**src/rtl/rgc_pkg.sv**
```systemverilog
// Shared register offsets and bit positions for the random generator controller.
package rgc_pkg;
    localparam logic [7:0] OFF_CMD  = 8'h04;
    localparam logic [7:0] OFF_CTL  = 8'h08;
    localparam logic [7:0] OFF_STAT = 8'h0C;
    localparam logic [7:0] OFF_ERR  = 8'h10;
    localparam logic [7:0] OFF_FIFO = 8'h14;

    localparam int CMD_TEST    = 0;
    localparam int CMD_SEED    = 1;
    localparam int CMD_CLR_INT = 4;
    localparam int CMD_CLR_ERR = 5;

    localparam int CTL_MASK_DONE = 5;
    localparam int CTL_MASK_ERR  = 6;

    localparam int ST_TEST_DONE = 4;
    localparam int ST_SEED_DONE = 5;
    localparam int ST_LVL_LO    = 8;
    localparam int LVL_W        = 4;
    localparam int ST_ERR_SUM   = 16;

    localparam int ERR_OSC   = 1;
    localparam int ERR_STAT  = 3;
    localparam int ERR_KEY   = 6;
    localparam int ERR_UNDER = 8;
endpackage

```
**src/rtl/rgc_lfsr.sv**
```systemverilog
// Free-running Galois LFSR standing in for the entropy source.
// Assumes INIT is non-zero, so the state never reaches zero.
module rgc_lfsr #(
    parameter int          W    = 32,
    parameter logic [W-1:0] TAPS = 32'h8020_0003,
    parameter logic [W-1:0] INIT = 32'h1ACE_B00C
) (
    input  logic         clk,
    input  logic         rst_n,
    output logic [W-1:0] state
);
    // Advance one step every cycle.
    always_ff @(posedge clk) begin
        if (!rst_n)        state <= INIT;
        else if (state[0]) state <= (state >> 1) ^ TAPS;
        else               state <= state >> 1;
    end
endmodule

```
**src/rtl/rgc_fifo.sv**
```systemverilog
// Output word FIFO with occupancy count. A pop while empty is ignored
// and the read data is zero; the caller must not push when full.
module rgc_fifo #(
    parameter int W     = 32,
    parameter int DEPTH = 16
) (
    input  logic              clk,
    input  logic              rst_n,
    input  logic              push,
    input  logic [W-1:0]      din,
    input  logic              pop,
    output logic [W-1:0]      dout,
    output logic [$clog2(DEPTH+1)-1:0] count,
    output logic              full,
    output logic              empty
);
    localparam int PTR_W = (DEPTH > 1) ? $clog2(DEPTH) : 1;
    localparam int CNT_W = $clog2(DEPTH + 1);
    localparam logic [PTR_W-1:0] LAST = PTR_W'(DEPTH - 1);

    logic [W-1:0]     mem [DEPTH];
    logic [PTR_W-1:0] wr_ptr, rd_ptr;
    logic             do_push, do_pop;

    assign full    = (count == CNT_W'(DEPTH));
    assign empty   = (count == '0);
    assign do_push = push && !full;
    assign do_pop  = pop && !empty;
    assign dout    = empty ? '0 : mem[rd_ptr];

    // Store the pushed word.
    always_ff @(posedge clk) begin
        if (do_push) mem[wr_ptr] <= din;
    end

    // Maintain pointers and occupancy.
    always_ff @(posedge clk) begin
        if (!rst_n) begin
            wr_ptr <= '0;
            rd_ptr <= '0;
            count  <= '0;
        end else begin
            if (do_push) wr_ptr <= (wr_ptr == LAST) ? '0 : wr_ptr + 1'b1;
            if (do_pop)  rd_ptr <= (rd_ptr == LAST) ? '0 : rd_ptr + 1'b1;
            case ({do_push, do_pop})
                2'b10:   count <= count + 1'b1;
                2'b01:   count <= count - 1'b1;
                default: count <= count;
            endcase
        end
    end
endmodule

```
**src/rtl/rgc_seq.sv**
```systemverilog
// Sequencer for self-test and seed generation. Starts are accepted only
// when idle; a seed also needs a completed self-test since reset.
// Assumes ST_CYCLES and SEED_CYCLES are at least 2.
module rgc_seq #(
    parameter int ST_CYCLES   = 64,
    parameter int SEED_CYCLES = 128
) (
    input  logic clk,
    input  logic rst_n,
    input  logic go_test,
    input  logic go_seed,
    input  logic inj_fail,
    input  logic clr_done,
    output logic st_busy,
    output logic sd_busy,
    output logic st_done,
    output logic sd_done,
    output logic seeded,
    output logic stat_fail
);
    localparam int MAXC  = (ST_CYCLES > SEED_CYCLES) ? ST_CYCLES : SEED_CYCLES;
    localparam int CNT_W = $clog2(MAXC + 1);
    localparam logic [CNT_W-1:0] ST_LAST = CNT_W'(ST_CYCLES - 1);
    localparam logic [CNT_W-1:0] SD_LAST = CNT_W'(SEED_CYCLES - 1);

    logic [CNT_W-1:0] cnt;
    logic             st_ok, inj_q;
    logic             take_test, take_seed, st_end, sd_end;

    assign take_test = go_test && !st_busy && !sd_busy;
    assign take_seed = go_seed && !st_busy && !sd_busy && st_ok && !go_test;
    assign st_end    = st_busy && (cnt == ST_LAST);
    assign sd_end    = sd_busy && (cnt == SD_LAST);
    assign stat_fail = sd_end && inj_q;

    // Run the operation counter and busy flags.
    always_ff @(posedge clk) begin
        if (!rst_n) begin
            cnt     <= '0;
            st_busy <= 1'b0;
            sd_busy <= 1'b0;
            inj_q   <= 1'b0;
        end else if (take_test) begin
            cnt     <= '0;
            st_busy <= 1'b1;
        end else if (take_seed) begin
            cnt     <= '0;
            sd_busy <= 1'b1;
            inj_q   <= inj_fail;
        end else if (st_end) begin
            st_busy <= 1'b0;
        end else if (sd_end) begin
            sd_busy <= 1'b0;
        end else if (st_busy || sd_busy) begin
            cnt <= cnt + 1'b1;
        end
    end

    // Done flags: clear on command, set on completion (set wins).
    always_ff @(posedge clk) begin
        if (!rst_n) begin
            st_done <= 1'b0;
            sd_done <= 1'b0;
        end else begin
            st_done <= (st_done && !clr_done) || st_end;
            sd_done <= (sd_done && !clr_done) || sd_end;
        end
    end

    // Track self-test completion and a clean seed.
    always_ff @(posedge clk) begin
        if (!rst_n) begin
            st_ok  <= 1'b0;
            seeded <= 1'b0;
        end else begin
            if (st_end)         st_ok  <= 1'b1;
            if (take_seed)      seeded <= 1'b0;
            else if (sd_end)    seeded <= !inj_q;
        end
    end
endmodule

```
**src/rtl/rand_gen_ctrl.sv**
```systemverilog
// Random number generator controller top: register decode, error and
// interrupt logic, sequencer, LFSR core and output FIFO.
// Assumes the bus never issues a read and a write in the same cycle.
module rand_gen_ctrl
    import rgc_pkg::*;
#(
    parameter int ADDR_W      = 8,
    parameter int FIFO_DEPTH  = 16,
    parameter int ST_CYCLES   = 64,
    parameter int SEED_CYCLES = 128
) (
    input  logic              clk,
    input  logic              rst_n,
    input  logic              bus_wr,
    input  logic              bus_rd,
    input  logic [ADDR_W-1:0] bus_addr,
    input  logic [31:0]       bus_wdata,
    output logic [31:0]       bus_rdata,
    input  logic              inj_stat_fail,
    output logic              irq
);
    localparam int CNT_W = $clog2(FIFO_DEPTH + 1);
    localparam logic [CNT_W-1:0] LVL_CAP = CNT_W'((1 << LVL_W) - 1);
    localparam logic [31:0] FATAL_MASK = ~(32'h1 << ERR_STAT);

    logic             wr_cmd, wr_ctl, rd_fifo, rd_hit;
    logic             mask_done_q, mask_err_q;
    logic [31:0]      err_q;
    logic             st_busy, sd_busy, st_done, sd_done, seeded, stat_fail;
    logic [31:0]      rnd_word, fifo_dout, stat_word;
    logic [CNT_W-1:0] fifo_cnt;
    logic             fifo_full, fifo_empty, push, underflow;
    logic [LVL_W-1:0] lvl;
    logic             wdata_unused;

    assign wdata_unused = ^bus_wdata;
    assign wr_cmd    = bus_wr && (bus_addr == ADDR_W'(OFF_CMD));
    assign wr_ctl    = bus_wr && (bus_addr == ADDR_W'(OFF_CTL));
    assign rd_fifo   = bus_rd && (bus_addr == ADDR_W'(OFF_FIFO));
    assign rd_hit    = rd_fifo;
    assign underflow = rd_fifo && fifo_empty;
    assign push      = seeded && ((err_q & FATAL_MASK) == '0) && !fifo_full;

    rgc_seq #(.ST_CYCLES(ST_CYCLES), .SEED_CYCLES(SEED_CYCLES)) u_seq (
        .clk      (clk),
        .rst_n    (rst_n),
        .go_test  (wr_cmd && bus_wdata[CMD_TEST]),
        .go_seed  (wr_cmd && bus_wdata[CMD_SEED]),
        .inj_fail (inj_stat_fail),
        .clr_done (wr_cmd && bus_wdata[CMD_CLR_INT]),
        .st_busy  (st_busy),
        .sd_busy  (sd_busy),
        .st_done  (st_done),
        .sd_done  (sd_done),
        .seeded   (seeded),
        .stat_fail(stat_fail)
    );

    rgc_lfsr #(.W(32)) u_lfsr (
        .clk  (clk),
        .rst_n(rst_n),
        .state(rnd_word)
    );

    rgc_fifo #(.W(32), .DEPTH(FIFO_DEPTH)) u_fifo (
        .clk  (clk),
        .rst_n(rst_n),
        .push (push),
        .din  (rnd_word),
        .pop  (rd_hit),
        .dout (fifo_dout),
        .count(fifo_cnt),
        .full (fifo_full),
        .empty(fifo_empty)
    );

    // Hold the interrupt mask bits.
    always_ff @(posedge clk) begin
        if (!rst_n) begin
            mask_done_q <= 1'b0;
            mask_err_q  <= 1'b0;
        end else if (wr_ctl) begin
            mask_done_q <= bus_wdata[CTL_MASK_DONE];
            mask_err_q  <= bus_wdata[CTL_MASK_ERR];
        end
    end

    // Collect error causes; a clear command runs before new causes land.
    always_ff @(posedge clk) begin
        if (!rst_n) begin
            err_q <= '0;
        end else begin
            err_q <= ((wr_cmd && bus_wdata[CMD_CLR_ERR]) ? '0 : err_q)
                   | (32'(stat_fail) << ERR_STAT)
                   | (32'(underflow) << ERR_UNDER);
        end
    end

    // Saturate the level field at its largest code.
    assign lvl = (fifo_cnt >= LVL_CAP) ? LVL_CAP[LVL_W-1:0] : fifo_cnt[LVL_W-1:0];

    // Assemble the status word.
    always_comb begin
        stat_word = '0;
        stat_word[ST_TEST_DONE] = st_done;
        stat_word[ST_SEED_DONE] = sd_done;
        stat_word[ST_LVL_LO +: LVL_W] = lvl;
        stat_word[ST_ERR_SUM] = |err_q;
    end

    // Read data mux; the command register always reads zero.
    always_comb begin
        bus_rdata = '0;
        if (bus_rd) begin
            if (bus_addr == ADDR_W'(OFF_CTL)) begin
                bus_rdata[CTL_MASK_DONE] = mask_done_q;
                bus_rdata[CTL_MASK_ERR]  = mask_err_q;
            end else if (bus_addr == ADDR_W'(OFF_STAT)) begin
                bus_rdata = stat_word;
            end else if (bus_addr == ADDR_W'(OFF_ERR)) begin
                bus_rdata = err_q;
            end else if (bus_addr == ADDR_W'(OFF_FIFO)) begin
                bus_rdata = fifo_dout;
            end
        end
    end

    // Interrupt: unmasked done or unmasked error.
    assign irq = ((st_done || sd_done) && !mask_done_q) || ((|err_q) && !mask_err_q);
endmodule

```
**config.mk**
```make
export PLATFORM = sky130hd
export DESIGN_NAME = rand_gen_ctrl
export DESIGN_NICKNAME = d
export VERILOG_FILES = /design/src/rtl/rgc_pkg.sv /design/src/rtl/rgc_lfsr.sv /design/src/rtl/rgc_fifo.sv /design/src/rtl/rgc_seq.sv /design/src/rtl/rand_gen_ctrl.sv
export SDC_FILE = /design/constraint.sdc
export NUM_CORES = 1
export LEC_CHECK = 0
export BUFFER_PORTS_ARGS = -buffer_cell sky130_fd_sc_hd__buf_2
export CORE_MARGIN = 5
export CORE_UTILIZATION = 45
export CTS_CLUSTER_DIAMETER = 50
export CTS_CLUSTER_SIZE = 25
export DETAILED_ROUTE_END_ITERATION = 7
export GPL_ROUTABILITY_DRIVEN = 1
export HOLD_SLACK_MARGIN = 0.08
export SYNTH_ARGS = -nofsm -noshare
export SYNTH_HDL_FRONTEND = slang
export SYNTH_HIERARCHICAL = 1
export SYNTH_SLANG_ARGS = --single-unit
export TNS_END_PERCENT = 30
```
**constraint.sdc**
```tcl
create_clock -name clk -period 10.48 [get_ports clk]
set_input_delay 0.524 -clock clk [delete_from_list [all_inputs] [get_ports clk]]
set_output_delay 0.524 -clock clk [all_outputs]
set_load 0.02 [all_outputs]
```
==> results by stage, run 1 <==
Status:
- The run finished with clean final reports.

Synth:
- Dividing the synthesized area by the synthesized cell count gives 19.0 µm².
- The synthesized instance count is 1216.
- During synthesis, Yosys emitted a total of 6 warnings.
- The proportion of synthesized chip area in sequential cells is 72.4%.
- Counting flops and latches in the post-synthesis netlist gives 580.
- The most common flop cell mapped by yosys is edfxtp_1.
- By area the synthesized netlist is led by edfxtp_1, mux4_2, dfxtp_1, o211ai_1, mux2i_1.
- The share of synthesized area in the top cell type comes to 66.5%.
- Counting flops with an async set or reset pin after synthesis yields a share of 0%.
- The cell taking the most area after synthesis is edfxtp_1.
- The number of synthesized flops with an enable pin is 512.
- The net count after synthesis is 1270.
- The synthesized netlist occupies a cell area of 23100 µm².
- The number of distinct library cells after synthesis is 70.

Clocking:
- The maximum clock insertion buffer count is 3.
- Clock tree synthesis found a total of 580 sinks.
- Clock latency on the worst-skew pair, taken at its later pin, is 610 ps.
- The CTS tree is built.
- In this run, CTS created clock tree buffers numbering 50.
- The clock tree root buffer cell is clkbuf_16.
- The number of instances resized during post-cts repair is 0.
- In this run the post-CTS setup repair buffer count came out at 0.
- The H-tree was split into 2 levels.
- After clock tree synthesis, the clock-pin slew on the worst setup and hold paths is 80 ps.
- The total of hold buffers inserted after clock tree synthesis is 0.

STA:
- The number of max-slew violations in the final report came to 0.
- The tightest slew margin relative to the limit is 23.9%.
- The share of the clock period used by the worst path after layout is 44.2%.
- At the pin with the least slew margin, the transition time is 1140 ps.
- The highest achievable clock rate is 216 MHz.
- Setup repair after global routing left no endpoint under its margin.
- The worst setup margin is 5850 ps.
- The final count of hold timing violations came to 0.
- The clock period could shrink to 4630 ps.
- The setup TNS after final layout is 0 ps.
- The count of final setup violators is 0.
- On the final layout, the worst clock skew is 20.7 ps.

Worst setup path:
- The required time of the worst setup path is 10710 ps.
- The endpoint of the lowest-slack register-to-register path is u_fifo/mem[1][23]$_DFFE_PP_.
- The depth of the worst register-to-register path is 8.
- The worst register-to-register path begins at u_fifo/count[2]$_SDFFE_PN0P_.
- The maximum fanout encountered on the critical timing path is 70.
- At the worst endpoint, the arrival time is 4860 ps.
- The type of the worst setup path is register to register.
- STA classifies the critical path startpoint as a register.
- The setup slack of the worst register-to-register path is 5850 ps.
- The nature of the critical path endpoint is a register.

Global route:
- The number of global-route vias before repair is 11.5k.
- Across every metal layer, demand over resource in global routing totals 18.0%.
- The total congestion overflow is 0.
- The global-route wire length before repair is 75800 µm.
- The initial antenna violation count is 1.
- Entering global routing, the biggest net connects 76 pins.

Layout:
- The growth of design area from synthesis to finish is 12.1%.
- Cells fill 50.7% of the core in the end.
- The final-stage net count is 1318.
- The ratio of cells with drive above 1 in the final layout is 26.5%.
- The storage element area is 16800 µm².
- The repair_antennas step left the layout with diodes totalling 0.
- The area used by multi-input combinational logic is 6030 µm².
- The total of fill cells in the finished design is 4156.

Floorplanning:
- For this design the top-level I/O count stands at 78.
- The overall die height is 237 µm.
- Once the floorplan was initialized, standard cells occupied 45.3% of the core.
- The region available for standard cell placement spans 51100 µm².
- From left edge to right edge, the die measures 237 µm.
- The floorplan step defined a die boundary enclosing 56000 µm².
- The initialized floorplan defines 83 standard-cell rows.

Place:
- The number of I/O port buffers is 50.
- OpenSTA, run right after detailed placement, puts the worst setup slack at 5820 ps.
- The placer congestion estimate is 0.790.
- Detailed placement ended at an HPWL of 24500 µm.

Pwr:
- IR analysis of the VDD net gives a maximum drop of 0.000169 V.
- The static leakage is 7.79 nW.
- The power per unit of standard cell area is 177 nW/µm².

Route:
- The detail route stage leaves a number of antenna-violating nets equal to 0.
- The DRC violations left is 0.
- The violation count after the first detailed-route iteration is 960.
- The routed wirelength normalized by instance count is 25.5 µm.
- Summed over all layers, the routed wires come to 50500 µm.
- The via count normalized by instance count is 5.83.
- Before antenna repair, the detailed router went through 5 iterations.
- Detailed routing inserted a total of 11.6k vias.

Job:
- Across the run, the number of max-cap violations was 0.

Min path:
- The worst hold path endpoint is mask_done_q$_SDFFE_PN0P_.
- The startpoint of the tightest hold check path is bus_wdata[5].
- The class of the tightest hold or removal check is input port to register.
- The worst hold path stage count is 3.
-- routing by layer --
layer  global-route usage, %  wire length (µm)  vias to the layer above  share of wire, %
met4                    4.27               844                        0               1.7
met2                    27.5             23400                      353                46
li1                        -                 -                     5051                 -
met5                       0                 0                        -                 0
met1                    27.4             23000                     6105                45
met3                    2.96              3320                       58               6.6
-- cell type report --
class,count,share of cell area (%)
multi-input combinational,547,23.3
sequential,580,64.6
timing repair buffer,78,1.78
clock buffer,54,4.97
inverter,7,0.101
clock inverter,39,1.99
tap,680,3.28
-- worst max path at each step --
stage                                  endpoint                         start
CTS                 u_fifo/mem[1][23]$_DFFE_PP_  u_fifo/count[2]$_SDFFE_PN0P_
global placement    u_fifo/mem[1][24]$_DFFE_PP_  u_fifo/count[2]$_SDFFE_PN0P_
detailed placement  u_fifo/mem[1][24]$_DFFE_PP_  u_fifo/count[2]$_SDFFE_PN0P_
floorplan            u_fifo/mem[0][0]$_DFFE_PP_  u_fifo/count[2]$_SDFFE_PN0P_
global route        u_fifo/mem[1][23]$_DFFE_PP_  u_fifo/count[2]$_SDFFE_PN0P_
finish              u_fifo/mem[1][23]$_DFFE_PP_  u_fifo/count[2]$_SDFFE_PN0P_
-- where the power goes --
group	switching (W)	total, W	internal, W
registers	0.0000343	0.00256	0.00252
clock network	0.000974	0.00198	0.00100
logic	0.0000426	0.0000614	0.0000187
-- synth_stat cells, types with 3 or more instances --
cell type and number:
nor2b_1 12, inv_1 7, nor4_1 3, o211ai_1 99
a21oi_1 12, nor2_1 24, a21boi_0 3, o21a_1 4
xnor2_1 3, nand2_1 33, a32oi_1 3, edfxtp_1 512
buf_6 13, nand2b_1 24, buf_4 4, buf_1 8
clkbuf_1 26, mux4_2 128, nand3_1 10, mux2i_1 45
o21ai_0 10, and2_2 14, ha_1 9, nand3b_1 4
dfxtp_1 68, buf_2 29, and2_1 37, nor3_1 12
xor2_1 6
-- kinds of logic after synthesis --
logic type	count (synthesis)	synth area share, %
xor gates and xnor gates	9	0.341
AOI/OAI and AO/OA	160	5.28
muxes	175	14.5
buffers and inverters	89	2.10
adders and majority gates	9	0.487
and+or+nand+nor	194	4.92
DFF	580	72.4
-- registers in the layout (all words and copies together), names as in the netlist, named ones only --
register,flops
u_fifo/mem,512
u_lfsr/state,32
u_seq/cnt,8
u_fifo/count,5
u_fifo/rd_ptr,4
u_fifo/wr_ptr,4
err_q,2
mask_done_q,1
mask_err_q,1
u_seq/inj_q,1
u_seq/sd_busy,1
u_seq/sd_done,1
u_seq/seeded,1
u_seq/st_busy,1
u_seq/st_done,1
u_seq/st_ok,1
-- metrics by stage --
stage               total power, W  hold slack, ps  instance area [µm²]  std cells
floorplan                  0.00264             441                23100       1216
global placement           0.00267             448                24100       1892
detailed placement         0.00267             455                24100       1892
CTS                        0.00465             152                25900       1985
global route               0.00475             191                25900       1985
finish                     0.00460             189                25900       1985
-- placed cells by master (no fill, tap or decap), drive strengths merged, types with 2 or more instances in the layout --
| master | Yosys | routed |
|---|---|---|
| nand4 | 2 | 2 |
| nor2b | 12 | 12 |
| or3 | 2 | 2 |
| o31ai | 4 | 4 |
| or3b | 2 | 2 |
| nor2 | 25 | 25 |
| a211oi | 2 | 2 |
| a21boi | 4 | 4 |
| xor2 | 6 | 6 |
| nor3b | 2 | 2 |
| or4 | 2 | 2 |
| edfxtp | 512 | 512 |
| nand2b | 24 | 24 |
| o31a | 2 | 2 |
| a21o | 2 | 2 |
| a21oi | 12 | 12 |
| clkinv | 0 | 13 |
| o21ai | 13 | 13 |
| nand3 | 10 | 10 |
| o32ai | 2 | 2 |
| dfxtp | 68 | 68 |
| xnor2 | 3 | 3 |
| inv | 7 | 30 |
| mux2i | 45 | 45 |
| a31oi | 3 | 3 |
| clkbuf | 28 | 54 |
| o21a | 4 | 4 |
| nor4b | 3 | 3 |
| nand2 | 33 | 33 |
| and2 | 51 | 51 |
| nor4 | 3 | 3 |
| mux4 | 128 | 128 |
| o211ai | 100 | 100 |
| clkinvlp | 0 | 2 |
| nor3 | 12 | 12 |
| ha | 9 | 9 |
| buf | 54 | 78 |
| mux2 | 2 | 2 |
| nand3b | 4 | 4 |
| a32oi | 3 | 3 |
-- worst max-delay path, stage by stage (launching register included) --
cell	delay, ps
dfxtp_1	490
or4_2	180
buf_4	820
nor2_1	70
nor3b_1	470
o21a_1	430
nand2_1	320
nor3_2	840
buf_4	610
No activity file was read; power rests on OpenSTA's default activity.
==> inputs of run 2 (changes only) <==
Clock period 10.48 ns to 4 ns, I/O delays scaled along.
==> run 2 against run 1 <==
Against the previous run: first-iteration DRC count fell by 15%; register-to-register slack got worse by 5300 ps; cell count rose by 1.2%; utilization rose by 0.68 points; routed wire length rose by 0.41%; critical path depth rose by 1; sequential share of layout area fell by 0.86 points; die area did not move; hold slack got worse by 63 ps; via count rose by 0.16%; critical path type is now register to primary output; critical endpoint is now bus_rdata[8]; largest power group unchanged.
==> results by stage, run 2 (same netlist as run 1, synthesis figures left out) <==
Worst setup path:
- The depth of the worst register-to-register path is 11 (+3).
- The worst setup path is launched from a register.
- The maximum fanout encountered on the critical timing path is 52 (-26%).
- The endpoint of the lowest-slack register-to-register path is u_fifo/count[2]$_SDFFE_PN0P_.
- The signal arrival time at the worst endpoint is 3490 ps (-1370 ps).
- The setup slack of the worst register-to-register path is 550 ps (-5300 ps).
- The reg-to-reg critical path startpoint is u_fifo/count[3]$_SDFFE_PN0P_.
- The required time of the worst setup path is 3800 ps (-6910 ps).
- The critical path is of the register to primary output type.
- STA classifies the critical path endpoint as a primary output.

Status:
- The flow ran to the end, and the final reports show no timing, DRC or antenna violations.

Global route:
- The combined global-route utilization of all metal layers is 18.1% (+0.092 points).
- The number of global-route vias before repair is 12.0k (+4.1%).
- The initial antenna violation count is 0 (-1).
- The global-route wire length before repair is 76600 µm (+1.1%).
- The total congestion overflow is 0 (unchanged).
- The maximum number of pins on one net before global-route repair is 63 (-17%).

Place:
- The number of I/O port buffers is 50 (unchanged).
- The placer congestion estimate was 0.773 (-2.2%).
- The post-DP HPWL is 26800 µm (+9.2%).
- The post-placement cell count is 1905 (+0.69%).

STA:
- The number of max-slew violations in the final report came to 0 (unchanged).
- The final count of hold timing violations was 0 (unchanged).
- The worst clock skew is 32.6 ps (+11.9 ps).
- The count of final setup violators is 0 (unchanged).
- The highest achievable clock rate is 271 MHz.
- The slew at the pin with the worst max-slew slack is 908 ps (-233 ps).
- The worst path uses 92.1% of the clock period.
- Setup repair after global routing left no endpoint under its margin.
- The tightest slew margin relative to the limit came to 39.4% (+16 points).
- The final critical-path required period is 3690 ps.

Floorplanning:
- The overall die height is 237 µm (unchanged).
- The total number of placement rows is 83 (unchanged).
- The initial cell density of the core is 45.3% (unchanged).
- The die area is 56000 µm² (unchanged).
- The horizontal die dimension is 237 µm (unchanged).
- The core box area came to 51100 µm² (unchanged).
- The number of I/O pins is 78 (unchanged).

Route:
- The routed wirelength normalized by instance count is 25.3 µm (-0.74%).
- The via count normalized by instance count was 5.77 (-0.99%).
- The final antenna-violating net count is 0 (unchanged).
- The count of vias placed by the detailed router came to 11.6k (+0.16%).
- The routed wire length came to 50800 µm (+0.41%).
- The violation count after the first detailed-route iteration is 815 (-15%).
- The number of detailed-route iterations in the first pass is 5 (unchanged).
- The DRC violations left is 0 (unchanged).

Layout:
- The ratio of cells with drive above 1 in the final layout is 26.8% (+0.29 points).
- The growth of design area from synthesis to finish is 13.6%.
- The final-stage net count was 1341 (+1.7%).
- The largest registers in the layout are u_fifo/mem x512, u_lfsr/state x32, u_seq/cnt x8.
- The antenna cell count is 0 (unchanged).
- The largest register by flop count is u_fifo/mem.
- The final standard cell count with taps included and fillers excluded is 2008 (+1.2%).
- The number of flip-flops in the largest register is 512 (unchanged).
- In the layout the commonest cells are edfxtp_1, mux4_2, o211ai_1, dfxtp_1, clkbuf_16.
- The final cell utilization of the core is 51.4% (+0.68 points).
- Leaving out fill and tap cells, the most frequent cell in the layout is edfxtp_1.

Pwr:
- The share of power burned in the clock network is 43.2% (+0.2 points).
- The reported net switching power is 0.00269 W (+160%).
- The power per unit of standard cell area is 460 nW/µm² (+160%).
- The overall power after layout is 0.0121 W (+160%).
- The share of total power consumed by net switching is 22.3% (-0.59 points).
- The portion of total power attributed to combinational logic is 1.3% (about the same).
- The peak supply drop is 0.000378 V (+120%).
- The sequential share of power is 55.5% (-0.2 points).
- The static leakage came to 7.89 nW (+1.2%).
- The internal power consumption is 0.00939 W (+160%).

Job:
- The max-capacitance violation count came to 0 (unchanged).

Min path:
- The startpoint of the tightest hold check path is rst_n.
- The worst hold path stage count is 2 (-1).
- The tightest min-delay check is of the input port to register type.
- The worst hold path endpoint is u_seq/sd_done$_SDFF_PN0_.

Clocking:
- The maximum clock insertion buffer count is 3 (unchanged).
- The clock-pin slew on the worst setup and hold paths is 80 ps (about the same).
- In this run the clock root is driven by a clkbuf_16.
- The total clock buffers created by CTS is 50 (unchanged).
- The CTS tree is built.
- The clock latency at the later pin of the worst-skew pair is 600 ps (about the same).
- The number of H-tree branching levels is 2 (unchanged).
- The clock sink count is 580 (unchanged).
run 2: through the flow:
stage	hold WS [ps]	setup slack, ps	setup TNS, ps	area [µm²]
final	126	315	0	26300
after global routing	130	120	0	26300
after CTS	95.5	10.3	0	26300
after detailed placement	463	637	0	24400
after global placement	448	686	0	24400
after floorplan	274	-473	-22540	23100
run 2: worst max path at each step:
| stage | endpoint | cells past startpoint | start | slack (ps) |
|---|---|---|---|---|
| final | bus_rdata[8] | 9 | u_fifo/count[3]$_SDFFE_PN0P_ | 310 |
| after global routing | bus_rdata[8] | 9 | u_fifo/count[3]$_SDFFE_PN0P_ | 120 |
| after CTS | bus_rdata[22] | 8 | u_fifo/count[3]$_SDFFE_PN0P_ | 10 |
| after detailed placement | u_fifo/count[2]$_SDFFE_PN0P_ | 11 | u_fifo/count[3]$_SDFFE_PN0P_ | 640 |
| after global placement | u_fifo/count[2]$_SDFFE_PN0P_ | 11 | u_fifo/count[3]$_SDFFE_PN0P_ | 690 |
| after floorplan | u_fifo/mem[2][0]$_DFFE_PP_ | 11 | u_fifo/count[2]$_SDFFE_PN0P_ | -470 |
run 2: power groups by stage:
stage               clock network [W]  registers [W]  logic (W)
floorplan                           0        0.00680   0.000105
global placement                    0        0.00684   0.000151
detailed placement                  0        0.00685   0.000152
CTS                           0.00534        0.00671   0.000158
global route                  0.00560        0.00672   0.000170
finish                        0.00521        0.00671   0.000158
run 2: cell type report:
type	count	area [µm²]
multi-input cells	547	6040
clock buffers	55	1290
fillers	4072	24800
well taps	680	851
repair buffers	101	796
clock inverters	38	509
flip-flops and latches	580	16800
inverters	7	26.3
run 2: routing by layer:
metal	up-vias	global-route usage (%)	routed length, µm
li1	5098	-	-
met1	6143	26.2	22700
met2	284	29.3	24500
met3	60	3.18	2660
met4	0	3.62	803
met5	-	0	0
run 2: what timing repair did:
action                                  4_1_cts  5_1_grt
endpoints found under the setup margin        0       20
setup buffers                                 0        0
hold buffers                                 10        0
hold endpoints to repair                      9        0
gates resized for setup                       0        1
run 2: worst max-delay path, cell delays in order, from the launching register on:
cell	delay, ps
dfxtp_1	370
or4_2	790
buf_4	390
nor2_4	180
or2_4	370
o211ai_1	190
mux2_2	290
nand2_1	60
a21oi_1	70
buf_2	170
